==> config.mk <==
export PLATFORM = sky130hd
export DESIGN_NAME = pwm_bank
export DESIGN_NICKNAME = d
export VERILOG_FILES = /design/src/rtl/pwm_bank_pkg.sv /design/src/rtl/pwm_bank_regs.sv /design/src/rtl/pwm_bank_chan.sv /design/src/rtl/pwm_bank.sv
export SDC_FILE = /design/constraint.sdc
export NUM_CORES = 1
export LEC_CHECK = 0
export BUFFER_PORTS_ARGS = -buffer_cell sky130_fd_sc_hd__buf_2
export CELL_PAD_IN_SITES_DETAIL_PLACEMENT = 1
export CELL_PAD_IN_SITES_GLOBAL_PLACEMENT = 2
export CORE_ASPECT_RATIO = 1.25
export CORE_UTILIZATION = 45
export CTS_BUF_LIST = sky130_fd_sc_hd__clkbuf_4 sky130_fd_sc_hd__clkbuf_8 sky130_fd_sc_hd__clkbuf_16
export CTS_CLUSTER_DIAMETER = 120
export DETAILED_ROUTE_END_ITERATION = 12
export PLACE_DENSITY_LB_ADDON = 0.1
export SLEW_MARGIN = 20
export SYNTH_ARGS = -nofsm -noshare
export SYNTH_HDL_FRONTEND = slang
export SYNTH_SLANG_ARGS = --single-unit
==> constraint.sdc <==
create_clock -name clk -period 8.8 [get_ports clk]
set_input_delay 0.44 -clock clk [delete_from_list [all_inputs] [get_ports clk]]
set_output_delay 0.44 -clock clk [all_outputs]
set_load 0.1 [all_outputs]
==> src/rtl/pwm_bank_pkg.sv <==
package pwm_bank_pkg;

    // register word width and layout constants that software decodes
    localparam int REG_W     = 32;
    localparam int GLB_ADDR  = 'h00;
    localparam int CH_BASE   = 'h14;
    localparam int CH_STRIDE = 16;
    localparam int RANGE_OFS = 4;
    localparam int DUTY_OFS  = 12;
    localparam int UPD_BIT   = 31;
    localparam int POL_BIT   = 3;
    localparam int HOLD_BIT  = 8;

    localparam logic [1:0] MODE_TE = 2'd1;

    typedef struct packed {
        logic       hold;
        logic       pol;
        logic [1:0] mode;
    } ch_ctrl_t;

    typedef enum logic [1:0] {
        CH_OFF   = 2'd0,
        CH_MARK  = 2'd1,
        CH_SPACE = 2'd2
    } ch_state_e;

    function automatic ch_ctrl_t ctrl_from_word(input logic [REG_W-1:0] w);
        ch_ctrl_t c;
        c.mode = w[1:0];
        c.pol  = w[POL_BIT];
        c.hold = w[HOLD_BIT];
        return c;
    endfunction

    function automatic logic [REG_W-1:0] ctrl_to_word(input ch_ctrl_t c);
        logic [REG_W-1:0] w;
        w           = '0;
        w[1:0]      = c.mode;
        w[POL_BIT]  = c.pol;
        w[HOLD_BIT] = c.hold;
        return w;
    endfunction

endpackage

==> src/rtl/pwm_bank_regs.sv <==
module pwm_bank_regs
    import pwm_bank_pkg::*;
#(
    parameter int NCH   = 4,
    parameter int CNT_W = 16,
    parameter int AW    = 8
)(
    input  logic                          clk,
    input  logic                          rst_n,
    input  logic [AW-1:0]                 bus_addr,
    input  logic [REG_W-1:0]              bus_wdata,
    input  logic                          bus_we,
    output logic [REG_W-1:0]              bus_rdata,
    output logic                          commit,
    output logic [NCH-1:0]                act_en_q,
    output logic [NCH-1:0]                act_en_d,
    output ch_ctrl_t [NCH-1:0]            act_ctrl_q,
    output ch_ctrl_t [NCH-1:0]            act_ctrl_d,
    output logic [NCH-1:0][CNT_W-1:0]     act_range_q,
    output logic [NCH-1:0][CNT_W-1:0]     act_range_d,
    output logic [NCH-1:0][CNT_W-1:0]     act_duty_q,
    output logic [NCH-1:0][CNT_W-1:0]     act_duty_d
);

    localparam int PAD_W = REG_W - CNT_W;

    logic                      hit_glb;
    logic [NCH-1:0]            hit_ctrl;
    logic [NCH-1:0]            hit_range;
    logic [NCH-1:0]            hit_duty;

    logic [NCH-1:0]            sh_en;
    ch_ctrl_t [NCH-1:0]        sh_ctrl;
    logic [NCH-1:0][CNT_W-1:0] sh_range;
    logic [NCH-1:0][CNT_W-1:0] sh_duty;

    assign hit_glb = (bus_addr == AW'(GLB_ADDR));
    assign commit  = bus_we && hit_glb && bus_wdata[UPD_BIT];

    always_ff @(posedge clk or negedge rst_n) begin
        if (!rst_n) begin
            sh_en <= '0;
        end else if (bus_we && hit_glb) begin
            sh_en <= bus_wdata[NCH-1:0];
        end
    end

    for (genvar g = 0; g < NCH; g++) begin : g_chan_regs
        localparam int CH_ADDR = CH_BASE + g * CH_STRIDE;

        assign hit_ctrl[g]  = (bus_addr == AW'(CH_ADDR));
        assign hit_range[g] = (bus_addr == AW'(CH_ADDR + RANGE_OFS));
        assign hit_duty[g]  = (bus_addr == AW'(CH_ADDR + DUTY_OFS));

        always_ff @(posedge clk or negedge rst_n) begin
            if (!rst_n) begin
                sh_ctrl[g]  <= '0;
                sh_range[g] <= '0;
                sh_duty[g]  <= '0;
            end else if (bus_we) begin
                if (hit_ctrl[g]) begin
                    sh_ctrl[g] <= ctrl_from_word(bus_wdata);
                end
                if (hit_range[g]) begin
                    sh_range[g] <= bus_wdata[CNT_W-1:0];
                end
                if (hit_duty[g]) begin
                    sh_duty[g] <= bus_wdata[CNT_W-1:0];
                end
            end
        end
    end

    // live set: next value is the pending set on a commit edge
    always_comb begin
        act_en_d    = act_en_q;
        act_ctrl_d  = act_ctrl_q;
        act_range_d = act_range_q;
        act_duty_d  = act_duty_q;
        if (commit) begin
            act_en_d    = bus_wdata[NCH-1:0];
            act_ctrl_d  = sh_ctrl;
            act_range_d = sh_range;
            act_duty_d  = sh_duty;
        end
    end

    always_ff @(posedge clk or negedge rst_n) begin
        if (!rst_n) begin
            act_en_q    <= '0;
            act_ctrl_q  <= '0;
            act_range_q <= '0;
            act_duty_q  <= '0;
        end else begin
            act_en_q    <= act_en_d;
            act_ctrl_q  <= act_ctrl_d;
            act_range_q <= act_range_d;
            act_duty_q  <= act_duty_d;
        end
    end

    // read path returns pending values; commit bit is never stored
    always_comb begin
        bus_rdata = '0;
        if (hit_glb) begin
            bus_rdata[NCH-1:0] = sh_en;
        end
        for (int i = 0; i < NCH; i++) begin
            if (hit_ctrl[i]) begin
                bus_rdata = ctrl_to_word(sh_ctrl[i]);
            end
            if (hit_range[i]) begin
                bus_rdata = {{PAD_W{1'b0}}, sh_range[i]};
            end
            if (hit_duty[i]) begin
                bus_rdata = {{PAD_W{1'b0}}, sh_duty[i]};
            end
        end
    end

    logic unused_wdata;
    assign unused_wdata = ^bus_wdata;

endmodule

==> src/rtl/pwm_bank_chan.sv <==
module pwm_bank_chan
    import pwm_bank_pkg::*;
#(
    parameter int CNT_W = 16
)(
    input  logic             clk,
    input  logic             rst_n,
    input  logic             restart,
    input  logic             run_d,
    input  logic             pol_q,
    input  logic [CNT_W-1:0] range_d,
    input  logic [CNT_W-1:0] duty_d,
    output logic [CNT_W-1:0] cnt_q,
    output logic             pwm_o
);

    ch_state_e        state_q;
    ch_state_e        state_d;
    logic [CNT_W-1:0] cnt_d;
    logic             wrap;
    logic             mark_ok;

    always_comb begin
        wrap = (range_d <= CNT_W'(1)) || (cnt_q >= range_d - CNT_W'(1));
        if (restart || !run_d || wrap) begin
            cnt_d = '0;
        end else begin
            cnt_d = cnt_q + CNT_W'(1);
        end
        mark_ok = (cnt_d < duty_d);

        state_d = state_q;
        unique case (state_q)
            CH_OFF: begin
                if (run_d) begin                         // start
                    state_d = mark_ok ? CH_MARK : CH_SPACE;
                end
            end
            CH_MARK: begin
                if (!run_d) begin                        // stop
                    state_d = CH_OFF;
                end else if (!mark_ok) begin             // mark_end / restart
                    state_d = CH_SPACE;
                end
            end
            CH_SPACE: begin
                if (!run_d) begin                        // stop
                    state_d = CH_OFF;
                end else if (mark_ok) begin              // wrap / restart
                    state_d = CH_MARK;
                end
            end
            default: state_d = CH_OFF;
        endcase
    end

    always_ff @(posedge clk or negedge rst_n) begin
        if (!rst_n) begin
            state_q <= CH_OFF;
            cnt_q   <= '0;
        end else begin
            state_q <= state_d;
            cnt_q   <= cnt_d;
        end
    end

    always_comb begin
        pwm_o = (state_q == CH_MARK) ^ pol_q;
    end

endmodule

==> src/rtl/pwm_bank.sv <==
module pwm_bank
    import pwm_bank_pkg::*;
#(
    parameter int NCH   = 4,
    parameter int CNT_W = 16,
    parameter int AW    = 8
)(
    input  logic             clk,
    input  logic             rst_n,
    input  logic [7:0]       bus_addr,
    input  logic [31:0]      bus_wdata,
    input  logic             bus_we,
    output logic [31:0]      bus_rdata,
    output logic [3:0]       pwm_out
);

    logic                      commit;
    logic [NCH-1:0]            act_en_q;
    logic [NCH-1:0]            act_en_d;
    ch_ctrl_t [NCH-1:0]        act_ctrl_q;
    ch_ctrl_t [NCH-1:0]        act_ctrl_d;
    logic [NCH-1:0][CNT_W-1:0] act_range_q;
    logic [NCH-1:0][CNT_W-1:0] act_range_d;
    logic [NCH-1:0][CNT_W-1:0] act_duty_q;
    logic [NCH-1:0][CNT_W-1:0] act_duty_d;
    logic [NCH-1:0][CNT_W-1:0] cnt_q;
    logic [NCH-1:0]            act_run;
    logic [NCH-1:0]            act_pol;
    logic [NCH-1:0]            run_d;

    pwm_bank_regs #(
        .NCH   (NCH),
        .CNT_W (CNT_W),
        .AW    (AW)
    ) u_regs (
        .clk         (clk),
        .rst_n       (rst_n),
        .bus_addr    (bus_addr),
        .bus_wdata   (bus_wdata),
        .bus_we      (bus_we),
        .bus_rdata   (bus_rdata),
        .commit      (commit),
        .act_en_q    (act_en_q),
        .act_en_d    (act_en_d),
        .act_ctrl_q  (act_ctrl_q),
        .act_ctrl_d  (act_ctrl_d),
        .act_range_q (act_range_q),
        .act_range_d (act_range_d),
        .act_duty_q  (act_duty_q),
        .act_duty_d  (act_duty_d)
    );

    for (genvar g = 0; g < NCH; g++) begin : g_chan
        assign run_d[g]   = act_en_d[g] && (act_ctrl_d[g].mode == MODE_TE);
        assign act_run[g] = act_en_q[g] && (act_ctrl_q[g].mode == MODE_TE);
        assign act_pol[g] = act_ctrl_q[g].pol;

        pwm_bank_chan #(
            .CNT_W (CNT_W)
        ) u_chan (
            .clk     (clk),
            .rst_n   (rst_n),
            .restart (commit),
            .run_d   (run_d[g]),
            .pol_q   (act_pol[g]),
            .range_d (act_range_d[g]),
            .duty_d  (act_duty_d[g]),
            .cnt_q   (cnt_q[g]),
            .pwm_o   (pwm_out[g])
        );
    end

    logic unused_live;
    assign unused_live = ^{act_ctrl_q, act_range_q, act_duty_q, act_run, cnt_q};

endmodule

==> flow_summary.json <==
{
  "outcome": "finished, final reports clean",
  "ff_latch_area_sq_um": 9109,
  "synth_xor_area_share_pct": 4.990,
  "slew_headroom_pct": 34.46,
  "synthAdderAreaFrac_pct": 8.505,
  "max-cap-violations": 0,
  "drive_gt1_share_pct": 15.43,
  "grt_max_degree": 108,
  "stdcell_area_sq_um": 21980,
  "power.leakage_uw": 0.01147,
  "initial_core_util_pct": 45.46,
  "crit_fanout": 82,
  "fin_crit_ns": 6.635,
  "endpoint_kind": "register",
  "place_area_sq_um": 20720,
  "nNetsFinal": 2143,
  "power_density_nw_per_um2": 164.3,
  "wl_per_cell_um": 23.30,
  "antenna_left": 0,
  "fin_crit_sh_pct": 75.39,
  "synth-async-reset-ratio_pct": 100.0,
  "final_common_cell": "dfrtp_1",
  "grt_pass1_wl_mm": 94.25,
  "cp.required_ns": 9.25,
  "crit_arrival_ns": 7.08,
  "rsz0062_at_grt": "no",
  "synth.mux.area_fraction_pct": 13.35,
  "cts_buffers": 40,
  "ys_types": 70,
  "mostFrequentLayoutCells": "dfrtp_1, nand2_1, nor2_1",
  "fillers": 4856,
  "finalWirelength_mm": 59.71,
  "chipHeight_um": 237.8,
  "critPathKind": "input port to register",
  "setup.worst_path.start_class": "input port",
  "ys_warn_count": 0,
  "gp_congestion": 0.8334,
  "setup-violations-final": 0,
  "dp_hpwl_mm": 44.80,
  "clock-sinks": 364,
  "grt_pass1_vias": 15880,
  "syn_avg_cell_area_sq_um": 10.38,
  "synth_top_family_by_area": "simple AND/OR/NAND/NOR gates",
  "clock_skew_ns": 0.01401,
  "setup_tns_ns": 0,
  "die_w_um": 190.6,
  "synth_flop_cell": "dfrtp_1",
  "hp-class": "input port to register",
  "netlist_instances": 1928,
  "area_growth_syn_to_layout_pct": 9.880,
  "antenna_cells": 0,
  "max_freq_mhz": 150.7,
  "insertion_delay_ns": 0.57,
  "ir_drop_uv": 147.3,
  "first_pass_iters": 5,
  "core_sq_um": 44010,
  "drc_errors": 0,
  "num_vias": 14630,
  "tightest_slew_ns": 0.9831,
  "vias_per_cell": 5.711,
  "ys_ff_latch": 364,
  "num_rows": 86,
  "ys_seq_area_share_pct": 45.53,
  "antenna_found_initial": 0,
  "slew_violations": 0,
  "syn_area_sq_um": 20010,
  "tritoncts": "built",
  "synth_edf_count": 0,
  "io_buffers": 47,
  "synth-compound-area-share_pct": 7.435,
  "synthSimpleGateAreaFrac_pct": 16.11,
  "htreeDepth": 2,
  "hold_ws_ns": 0.2570,
  "drt_iter0_drc": 662,
  "cts_buffer_depth": 3,
  "cts_root_buffer": "clkbuf_16",
  "io-pin-count": 79,
  "finalHoldViolations": 0,
  "path_clk_slew_ns": 0.06,
  "finalPower_uw": 3612,
  "grt_usage_pct": 27.26,
  "final_util_pct": 49.95,
  "overflow": 0,
  "fp.dieArea_sq_um": 45320,
  "multiInputGateArea_sq_um": 10160
}
-- cell families after synthesis --
kind of cell / count (synthesis)
AO/OA/AOI/OAI: 213
XOR/XNOR: 114
adder cells (fa/ha/maj): 136
buffers and inverters: 176
flip-flops: 364
multiplexers: 247
other: 1
AND/OR/NAND/NOR: 677
-- layer usage --
layer / up-vias / part of all wire, % / wire length [um] / GRT usage (%)
li1: 6871 / - / - / -
met4: 0 / 3.7 / 2189 / 9.964
met3: 102 / 2.7 / 1608 / 3.337
met2: 197 / 51 / 30520 / 48.42
met1: 7462 / 43 / 25380 / 33.62
met5: - / 0 / 0 / 0
-- stage by stage --
stage / std cells / worst slack (ns)
after floorplan: 1943 / 2.813
after global placement: 2493 / 1.793
after detailed placement: 2493 / 1.657
after CTS: 2562 / 2.219
after global routing: 2562 / 1.623
final: 2562 / 2.165
-- worst paths after layout --
| kind | slack (ns) | end | startpoint | depth (start not counted) |
|---|---|---|---|---|
| max | 2.17 | g_chan[1].u_chan.state_q[1] | bus_addr[1] | 23 |
| min | 0.26 | u_regs.act_en_q[2] | bus_wdata[2] | 3 |
| max reg2reg | 3.25 | g_chan[2].u_chan.state_q[0] | u_regs.sh_range[32] | 19 |
| min reg2reg | 0.47 | u_regs.act_ctrl_q[5] | u_regs.act_ctrl_q[5] | 2 |
| max in group asynchronous | 6.72 | u_regs.sh_range[21] | rst_n | 3 |
| min in group asynchronous | 0.51 | g_chan[0].u_chan.cnt_q[3] | rst_n | 2 |
-- sequential cells by signal, indices dropped and copies added, names as in the netlist --
signal and flops:
g_chan.u_chan.cnt_q 64, g_chan.u_chan.state_q 8, u_regs.act_ctrl_q 12, u_regs.act_duty_q 64
u_regs.act_en_q 4, u_regs.act_range_q 64, u_regs.sh_ctrl 16, u_regs.sh_duty 64
u_regs.sh_en 4, u_regs.sh_range 64
-- critical path, cell delays in order --
cell       delay [ns]
buf_2            0.15
or4_4            0.66
nor3_4           0.48
buf_12           0.41
mux2i_1          0.39
ha_1             0.33
nand4_1          0.25
a21oi_1          0.23
xnor2_1          0.17
ha_1             0.30
a21o_1           0.19
a21oi_1          0.18
and2_0           0.15
a311o_1          0.13
nand3_1          0.47
nor2_1           0.45
ha_1             0.32
a21oi_1          0.14
o21ai_0          0.14
a2111oi_0        0.41
nand3_1          0.16
and3_1           0.21
a41o_1           0.20
-- cells in the mapped netlist, types with 26 or more instances --
cell type,instances,area share (%)
a21oi_1,48,1.2
mux2_2,159,8.9
clkbuf_1,35,0.66
xor2_1,48,2.1
dfrtp_1,364,46
nor3_1,45,1.1
inv_1,91,1.7
a22oi_1,37,1.4
buf_4,31,1.2
nand4_1,28,0.88
nor2_1,162,3.0
nand3_1,64,1.6
nand2_1,244,4.6
ha_1,136,8.5
mux2i_1,88,4.4
o21ai_0,26,0.65
xnor2_1,66,2.9
-- report_power, final --
group	internal [uW]	switching, uW	total (uW)	leakage (uW)
combinational	56.8	135	192	0.00578
clock	947	709	1660	0.000635
sequential	1710	55.7	1760	0.00505
-- final cells by class --
| type | instances | area share (%) |
|---|---|---|
| clock buffer | 54 | 5.253 |
| clock inverter | 14 | 0.4553 |
| inverter | 91 | 1.554 |
| multi-input combinational | 1403 | 46.23 |
| sequential | 364 | 41.43 |
| tap | 572 | 3.255 |
| timing repair buffer | 64 | 1.821 |
-- what timing repair did --
action | in CTS | in global routing
hold buffers | 1 | 0
setup buffers | 0 | 0
hold endpoints to repair | 38 | 0
gates resized for setup | 0 | 0
Power figures use the tool's default switching activity.
